## src/rtl/dbp_pkg.sv

```systemverilog
package dbp_pkg;
   timeunit 1ns;
   timeprecision 100ps;

   // write-port target codes; the bench and the requirements rely on these values
   typedef enum logic [1:0] {
      SEL_CTRL = 2'd0,
      SEL_CMP  = 2'd1,
      SEL_CNT  = 2'd2,
      SEL_NONE = 2'd3
   } dbp_sel_e;

   // classification of the compare word
   typedef enum logic [1:0] {
      MODE_OFF = 2'd0,
      MODE_ON  = 2'd1,
      MODE_PWM = 2'd2
   } dbp_mode_e;
endpackage

```

## src/rtl/dbp_regs.sv

```systemverilog
module dbp_regs
   import dbp_pkg::*;
#(
   parameter int PWM_W = 8,
   parameter int DW    = 16
) (
   input  logic             clk,
   input  logic             rst_n,
   input  logic             wr_en,
   input  logic [1:0]       wr_sel,
   input  logic [DW-1:0]    wr_data,
   output logic             en_o,
   output logic [PWM_W-1:0] duty_o,
   output logic [PWM_W-1:0] per_o,
   output logic             cnt_ld_o,
   output logic [DW-1:0]    cnt_ld_val_o
);
   timeunit 1ns;
   timeprecision 100ps;

   localparam int CMP_W = 2 * PWM_W;

   dbp_sel_e         sel;
   logic             en_q;
   logic [CMP_W-1:0] cmp_q;

   assign sel = dbp_sel_e'(wr_sel);

   always_ff @(posedge clk or negedge rst_n) begin
      if (!rst_n) begin
         en_q  <= 1'b0;
         cmp_q <= '0;
      end else if (wr_en) begin
         case (sel)
            SEL_CTRL: en_q  <= wr_data[0];
            SEL_CMP:  cmp_q <= wr_data[CMP_W-1:0];
            default:  ;
         endcase
      end
   end

   assign en_o         = en_q;
   assign duty_o       = cmp_q[CMP_W-1:PWM_W];
   assign per_o        = cmp_q[PWM_W-1:0];
   assign cnt_ld_o     = wr_en && (sel == SEL_CNT);
   assign cnt_ld_val_o = wr_data;

   // the compare word takes the written value on the next edge
   a_r10_cmp_load: assert property (@(posedge clk) disable iff (!rst_n)
      (wr_en && wr_sel == 2'd1) |=> ({duty_o, per_o} == $past(wr_data[CMP_W-1:0])));

   // the reserved code leaves enable and compare untouched
   a_r10_reserved_ignored: assert property (@(posedge clk) disable iff (!rst_n)
      (wr_en && wr_sel == 2'd3) |=> ($stable(en_o) && $stable(duty_o) && $stable(per_o)));
endmodule

```

## src/rtl/dbp_counter.sv

```systemverilog
module dbp_counter #(
   parameter int CNT_W = 16,
   parameter int PWM_W = 8
) (
   input  logic             clk,
   input  logic             rst_n,
   input  logic             en,
   input  logic             tick,
   input  logic             ld,
   input  logic [CNT_W-1:0] ld_val,
   input  logic [PWM_W-1:0] per,
   output logic [CNT_W-1:0] cnt_o
);
   timeunit 1ns;
   timeprecision 100ps;

   localparam logic [CNT_W-1:0] ONE = CNT_W'(1);

   logic [CNT_W-1:0] cnt_q;
   logic [CNT_W-1:0] top;
   logic             step;
   logic             at_top;

   assign top    = CNT_W'(per);
   assign step   = en && tick;
   assign at_top = (cnt_q == top);

   always_ff @(posedge clk or negedge rst_n) begin
      if (!rst_n)     cnt_q <= '0;
      else if (ld)    cnt_q <= ld_val;
      else if (step)  cnt_q <= at_top ? '0 : cnt_q + ONE;
   end

   assign cnt_o = cnt_q;

   // without a qualified step or a load the count holds
   a_r2_hold: assert property (@(posedge clk) disable iff (!rst_n)
      (!ld && !(en && tick)) |=> $stable(cnt_o));

   // a step at the top count wraps to zero
   a_r2_wrap: assert property (@(posedge clk) disable iff (!rst_n)
      (!ld && en && tick && cnt_o == CNT_W'(per)) |=> (cnt_o == '0));

   // a step below the top count adds one
   a_r2_advance: assert property (@(posedge clk) disable iff (!rst_n)
      (!ld && en && tick && cnt_o < CNT_W'(per)) |=> (cnt_o == $past(cnt_o) + ONE));

   // a load wins over a step
   a_r10_load_wins: assert property (@(posedge clk) disable iff (!rst_n)
      ld |=> (cnt_o == $past(ld_val)));
endmodule

```

## src/rtl/dbp_wave.sv

```systemverilog
module dbp_wave
   import dbp_pkg::*;
#(
   parameter int CNT_W   = 16,
   parameter int PWM_W   = 8,
   parameter bit OUT_REG = 1'b1
) (
   input  logic             clk,
   input  logic             rst_n,
   input  logic             en,
   input  logic [CNT_W-1:0] cnt,
   input  logic [PWM_W-1:0] duty,
   input  logic [PWM_W-1:0] per,
   output logic             pwm_o
);
   timeunit 1ns;
   timeprecision 100ps;

   dbp_mode_e mode;
   logic      below_duty;
   logic      level;

   // degenerate words are forced before the plain comparison
   always_comb begin
      if (per == '0 || duty == '0) mode = MODE_OFF;
      else if (duty > per)         mode = MODE_ON;
      else                         mode = MODE_PWM;
   end

   assign below_duty = (cnt < CNT_W'(duty));

   always_comb begin
      unique case (mode)
         MODE_ON:  level = en;
         MODE_PWM: level = en && below_duty;
         default:  level = 1'b0;
      endcase
   end

   if (OUT_REG) begin : g_reg
      logic out_q;
      always_ff @(posedge clk or negedge rst_n) begin
         if (!rst_n) out_q <= 1'b0;
         else        out_q <= level;
      end
      assign pwm_o = out_q;

      // disabled means low output
      a_r3_idle_low: assert property (@(posedge clk) disable iff (!rst_n)
         !en |=> !pwm_o);
      // zero top count forces low
      a_r5_period_zero: assert property (@(posedge clk) disable iff (!rst_n)
         (per == '0) |=> !pwm_o);
      // zero high time forces low
      a_r6_duty_zero: assert property (@(posedge clk) disable iff (!rst_n)
         (duty == '0) |=> !pwm_o);
      // high time above top count forces high
      a_r8_steady_high: assert property (@(posedge clk) disable iff (!rst_n)
         (en && per != '0 && duty > per) |=> pwm_o);
      // counter at zero sets the output
      a_r4_set_at_zero: assert property (@(posedge clk) disable iff (!rst_n)
         (en && per != '0 && duty != '0 && cnt == '0) |=> pwm_o);
      // counter at the high time clears the output
      a_r4_clear_at_match: assert property (@(posedge clk) disable iff (!rst_n)
         (en && duty != '0 && duty <= per && cnt == CNT_W'(duty)) |=> !pwm_o);
   end else begin : g_comb
      assign pwm_o = level;
   end
endmodule

```

## src/rtl/dual_byte_pwm.sv

```systemverilog
module dual_byte_pwm #(
   parameter int PWM_W   = 8,
   parameter int CNT_W   = 16,
   parameter bit OUT_REG = 1'b1
) (
   input  logic             clk,
   input  logic             rst_n,
   input  logic             wr_en,
   input  logic [1:0]       wr_sel,
   input  logic [CNT_W-1:0] wr_data,
   input  logic             tick,
   output logic             pwm_out
);
   timeunit 1ns;
   timeprecision 100ps;

   if (PWM_W < 2) begin : g_bad_pwm_w
      $error("dual_byte_pwm: PWM_W must be at least 2");
   end
   if (CNT_W < 2 * PWM_W) begin : g_bad_cnt_w
      $error("dual_byte_pwm: CNT_W must hold the whole compare word");
   end

   logic             en;
   logic [PWM_W-1:0] duty;
   logic [PWM_W-1:0] per;
   logic             cnt_ld;
   logic [CNT_W-1:0] cnt_ld_val;
   logic [CNT_W-1:0] cnt;

   dbp_regs #(.PWM_W(PWM_W), .DW(CNT_W)) u_regs (
      .clk          (clk),
      .rst_n        (rst_n),
      .wr_en        (wr_en),
      .wr_sel       (wr_sel),
      .wr_data      (wr_data),
      .en_o         (en),
      .duty_o       (duty),
      .per_o        (per),
      .cnt_ld_o     (cnt_ld),
      .cnt_ld_val_o (cnt_ld_val)
   );

   dbp_counter #(.CNT_W(CNT_W), .PWM_W(PWM_W)) u_counter (
      .clk    (clk),
      .rst_n  (rst_n),
      .en     (en),
      .tick   (tick),
      .ld     (cnt_ld),
      .ld_val (cnt_ld_val),
      .per    (per),
      .cnt_o  (cnt)
   );

   dbp_wave #(.CNT_W(CNT_W), .PWM_W(PWM_W), .OUT_REG(OUT_REG)) u_wave (
      .clk   (clk),
      .rst_n (rst_n),
      .en    (en),
      .cnt   (cnt),
      .duty  (duty),
      .per   (per),
      .pwm_o (pwm_out)
   );
endmodule

```

## config.mk

```make
export PLATFORM = sky130hd
export DESIGN_NAME = dual_byte_pwm
export DESIGN_NICKNAME = d
export VERILOG_FILES = /design/src/rtl/dbp_pkg.sv /design/src/rtl/dbp_regs.sv /design/src/rtl/dbp_counter.sv /design/src/rtl/dbp_wave.sv /design/src/rtl/dual_byte_pwm.sv
export SDC_FILE = /design/constraint.sdc
export NUM_CORES = 1
export LEC_CHECK = 0
export BUFFER_PORTS_ARGS = -buffer_cell sky130_fd_sc_hd__buf_2
export CORE_MARGIN = 1.5
export CORE_UTILIZATION = 40
export DETAILED_ROUTE_END_ITERATION = 8
export HOLD_SLACK_MARGIN = 0.15
export SLEW_MARGIN = 20
export SYNTH_ARGS = -nofsm -noshare
export SYNTH_HDL_FRONTEND = slang
export SYNTH_SLANG_ARGS = --single-unit
```

## constraint.sdc

```tcl
create_clock -name clk -period 1.9 [get_ports clk]
set_input_delay 0.19 -clock clk [delete_from_list [all_inputs] [get_ports clk]]
set_output_delay 0.19 -clock clk [all_outputs]
set_load 0.005 [all_outputs]
```

# ---- Word-level counts from Yosys, hierarchy flattened
# Cells that the tools add are included.
# W data, S select, Z words.
dict set report totals {
  n_memories 0
  latch_bits 0
  inputBits 22
  out_inout_bits 1
  reg_bits 34
  mem_bits_rw 0
  word_cells 28
  rom_bits 0
}
dict set report op_classes {
  magnitude_cmp 2
  bitwise_logic 0
  muxes 6
  shift 0
  addsub 1
  div_mod_pow 0
  mul 0
  n_eq_ne 5
  n_reduce_logical 10
}
# operator n
set op_table {}
lappend op_table {{$mux W16} 3}
lappend op_table {{$add A16 B1 Y16 const B} 1}
lappend op_table {{$eq A16 B8 Y1} 1}
lappend op_table {{$logic_not A8 Y1} 2}
lappend op_table {{$lt A16 B8 Y1} 1}
lappend op_table {{$gt A8 B8 Y1} 1}
lappend op_table {{$eq A2 B1 Y1 const B} 2}
lappend op_table {{$eq A2 B2 Y1 const B} 2}
lappend op_table {{$mux W2} 2}
lappend op_table {{$reduce_and A2 Y1} 2}
lappend op_table {{$logic_and A1 B1 Y1} 3}
lappend op_table {{$logic_not A2 Y1} 1}
lappend op_table {{$pmux W1 S2} 1}
lappend op_table {{$reduce_bool A2 Y1} 1}
lappend op_table {{$logic_or A1 B1 Y1} 1}

# ---- Depth between registers and ports, before layout
dict set report logic_depth {
  ltp_word 5
  ltp_mapped 7
  mapped_depth_nobuf 7
}

# ---- Hierarchy
# Synthesis repeated with hierarchy kept, for this count alone.
dict set report unflattened {
  cells_unflattened 260
  hier_area_um2 2468.6
}
# mod instances cells_each seq_area_each_um2 area_each_um2
set by_module_without_submodules {}
lappend by_module_without_submodules {dbp_counter 1 143 400.4 1191.1}
lappend by_module_without_submodules {dbp_regs 1 55 425.4 820.8}
lappend by_module_without_submodules {dbp_wave 1 62 25.0 456.7}

# ---- Worst setup path after synthesis
# No wires, ideal clock.
dict set report synth_path {
  path_type {reg2reg}
  from {register u_regs.cmp_q[13]}
  to {register u_wave.g_reg.out_q (netlist: u_wave.pwm_o)}
  setup_ns 0.104
  slack_ns 0.282
  stages_incl_launch_ff 8
  synth_period_minus_slack_ns 1.618
  required_time_ns 1.796
  n_path_buf 0
  t_arrival_ns 1.515
  cell_sequence {dfrtp_1 -> inv_1 -> ha_1 -> a21o_1 -> a21o_1 -> a211oi_1 -> o31ai_1 -> a221oi_1}
}
dict set report synth_via {
  elab_chain_cells 5
  elab_cells_between_ends 10
  cone_classes {order compare (2); eq/ne (2); mux (3); reduce/logical (3)}
}
# item line
set synth_rtl {}
lappend synth_rtl {{from (decl)} dbp_regs.sv:25} ;# logic [CMP_W-1:0] cmp_q;
lappend synth_rtl {{from (signal assigned)} dbp_regs.sv:36} ;# SEL_CMP: cmp_q <= wr_data[CMP_W-1:0];
lappend synth_rtl {{$gt A8 B8 Y1 / $logic_not A8 Y1 (equally long branches)} {dbp_wave.sv:26, dbp_wave.sv:25}}
lappend synth_rtl {{$mux W2 / $logic_or A1 B1 Y1 (equally long branches)} {dbp_wave.sv:26, dbp_wave.sv:25}}
lappend synth_rtl {{$mux W2} dbp_wave.sv:25} ;# if (per == '0 || duty == '0) mode = MODE_OFF;
lappend synth_rtl {{$eq A2 B2 Y1 / $eq A2 B1 Y1 (equally long branches)} dbp_wave.sv:33} ;# unique case (mode)
lappend synth_rtl {{$pmux W1 S2 *} dbp_wave.sv:33}
lappend synth_rtl {{named net u_wave.level} dbp_wave.sv:21} ;# logic level;
lappend synth_rtl {{to (signal assigned)} dbp_wave.sv:44} ;# else out_q <= level;
lappend synth_rtl {{to (decl)} dbp_wave.sv:41} ;# logic out_q;
# The timed path passes the listed nets; every way through them passes the cells marked *.
# A chain may end at the register's enable or synchronous reset.

# ---- Worst setup path in the final report
# Same ends and word-level chain as after synthesis.

==> reports/qor.txt <==
status = complete, no violations
adder-cell area share of the yosys netlist = 8.89%
startpoint types = flip-flop
CTS max path bufs = 2
synth top area cells = dfrtp_1, ha_1, mux2_2
Slew HR = 47.9%
most frequent cell on the critical path = a21o_1
CP Cell Sequence = inv_2, ha_1, a21o_1, a21o_1, a211oi_2, o31ai_1, a221oi_1
number of synthesized flops with an enable pin = 0
Initial Util = 41.1%
maximum vdd ir drop = 559 uV
initial antenna violation count = 0
Die W = 78.0 um
GPL Wtd Cong = 0.845
Seq/Total Area, Yosys = 37.8%
per-cell routed wire length = 15.5 um
first-pass GRT wire length = 9420 um
Setup WS pre-CTS = 0.0246 ns
total power = 2.83 mW
vias = 1878
Inserted Diodes = 0
Synth Area per Inst = 9.46 um2
area leader, netlist = dfrtp_1
CTS buffer count = 5
Die H = 78.0 um
largest net degree at the start of global routing = 35
clk sinks = 34
initial DRC count = 76
top_reg_cell synth = dfrtp_1
synthesized area = 2250 um2
register bit count reported by yosys = 34
FFs w/ async S/R, synth = 100%
setup slack after layout = 0.0699 ns
mux share of post-synthesis cell area = 9.39%
fraction of layout cells with a size suffix above 1 = 25.5%
Worst Setup End Kind = flip-flop
# H-tree levels = 2
DRT Wirelength = 5490 um
vias in the first global route = 1862
Layout area overhead = 21.6%
Tmin final = 1.83 ns
Clk Latency, worst-skew pair = 0.29 ns
Min-Delay Path Class = input pin to flip-flop
XOR/XNOR Fraction of Synth Area = 5.84%
maximum clock frequency = 546 MHz
CP arrival = 1.99 ns
GRT overflow = 0
period utilization = 96.3%
die area = 6090 um2
GRT Overall Usage = 20.1%
Worst Max-Slew Pin Slew = 0.781 ns
Commonest cells post-synth = dfrtp_1, nand2_1, inv_1, mux2_2, ha_1
max incr delay on CP = 0.39 ns
Worst EP required = 2.06 ns
clock slew at reported path FFs = 0.07 ns
Top-Level Pins = 23
post-synth top area share = 37.8%
nets@finish = 319
Core ar. = 5470 um2
max-cap violation count = 0
# port buffers = 22
DP HPWL = 4000 um
clock skew = 0.0136 ns
Setup Viol. Count Final = 0
most frequent cell after synthesis = dfrtp_1
CTS Root Cell = clkbuf_8
Rows = 27
Final ANT Viol Nets = 0
Syn Inst Count = 238
Leakage Power = 1.20 nW
Crit Path Max Fanout = 2
largest family of logic cells by synthesized area = simple AND/OR/NAND/NOR gates
flop2flop setup slack = 0.07 ns
simple-gate share of the synthesized area = 21.7%
pwr dens = 1030 nW/um2
Via density = 5.31
CTS tree = built
Slowest-stage cell, CP = dfrtp_1
First-pass DRT Iterations = 4
# DRC = 0
post-route design area = 2740 um2
critical path type = flip-flop to flip-flop
dpl cell area = 2490 um2
Yosys cell types = 40
setup TNS = 0 ns
Hold Vio Cnt, Final = 0
max-slew violations = 0
Compound-Gate Fraction of Synth Area = 11.0%
yosys synthesis warning count = 0
syn_nets = 276
metal layers:
metal | routed length (um) | GRT usage (%)
met1 | 2680 | 28.3
met2 | 2550 | 30.8
met3 | 188 | 3.60
met4 | 77 | 7.50
met5 | 0 | 0
state kept, by name, indices dropped and copies added (netlist names):
register	count
u_counter.cnt_o	16
u_regs.cmp_q	16
u_regs.en_o	1
u_wave.pwm_o	1
path summary, 6_finish.rpt:
kind | endpoint | start | cells past startpoint
hold / removal | u_regs.en_o$_DFFE_PN0P_ | wr_data[0] | 2
setup reg to reg | u_wave.pwm_o$_DFF_PN0_ | u_regs.cmp_q[13]$_DFFE_PN0P_ | 7
max in group asynchronous | u_regs.cmp_q[3]$_DFFE_PN0P_ | rst_n | 2
setup / recovery | u_wave.pwm_o$_DFF_PN0_ | u_regs.cmp_q[13]$_DFFE_PN0P_ | 7
hold reg to reg | u_regs.cmp_q[9]$_DFFE_PN0P_ | u_regs.cmp_q[9]$_DFFE_PN0P_ | 1
min in group asynchronous | u_counter.cnt_o[14]$_DFFE_PN0P_ | rst_n | 2
power breakdown:
group          internal [mW]  leakage [nW]  switching (mW)
combinational          0.547         0.751           0.511
clock                  0.366        0.0575           0.280
sequential             0.889         0.389           0.235
total                   1.80          1.20            1.03
cells by family (layout without fill, tap and decap cells):
logic type                 Yosys count  in the layout
muxes                               19             19
AOI/OAI and AO/OA                   38             38
DFF                                 34             34
adders and majority gates           16             16
xor gates and xnor gates            15             15
and+or+nand+nor                     88             88
buffers and inverters               28             72
critical path: cells and delay by family (launching register included):
kind,cells,cell delay (ns)
fa+ha+maj,1,0.29
compound gates,5,0.97
flops,1,0.39
buf+inv,1,0.05
cell usage in the layout, fill, tap and decap left out, types with 2 or more instances in the layout:
master	instances
ha_1	16
a21o_1	3
nor2_1	6
nor3b_1	2
o21ai_1	3
dfrtp_1	34
a211oi_2	2
o31ai_2	3
nand3b_1	2
a21oi_1	14
nand4_1	11
xnor2_1	12
nor4_1	8
mux2i_1	2
nor3_1	7
buf_4	13
clkbuf_8	8
xor2_1	3
and3_1	10
nand3_1	12
inv_1	16
mux2_2	17
o21ai_0	6
nand2_1	21
dlygate4sd3_1	12
buf_2	22
layout make-up:
| cell class | instances | area [um2] |
|---|---|---|
| fillers | 521 | 2740 |
| multi-input cells | 176 | 1290 |
| flip-flops and latches | 34 | 851 |
| repair buffers | 47 | 328 |
| clock buffers | 8 | 110 |
| well taps | 72 | 90.1 |
| inverters | 17 | 63.8 |
metrics by stage:
step | util, % | hold slack [ns] | cells
final | 50.0 | 0.158 | 354
after global routing | 50.0 | 0.155 | 354
after CTS | 49.8 | 0.153 | 354
after detailed placement | 45.4 | 0.316 | 333
after global placement | 45.4 | 0.322 | 333
after floorplan | - | -0.106 | 238
repair_timing:
item | in CTS | in global routing
gates resized for setup | 0 | 4
buffers inserted | 1 | 0
pin swaps | 1 | 3
hold buffers | 12 | 0
endpoints found under the setup margin | 1 | 10
hold endpoints to repair | 49 | 0
No activity file was read; power rests on OpenSTA's default activity.
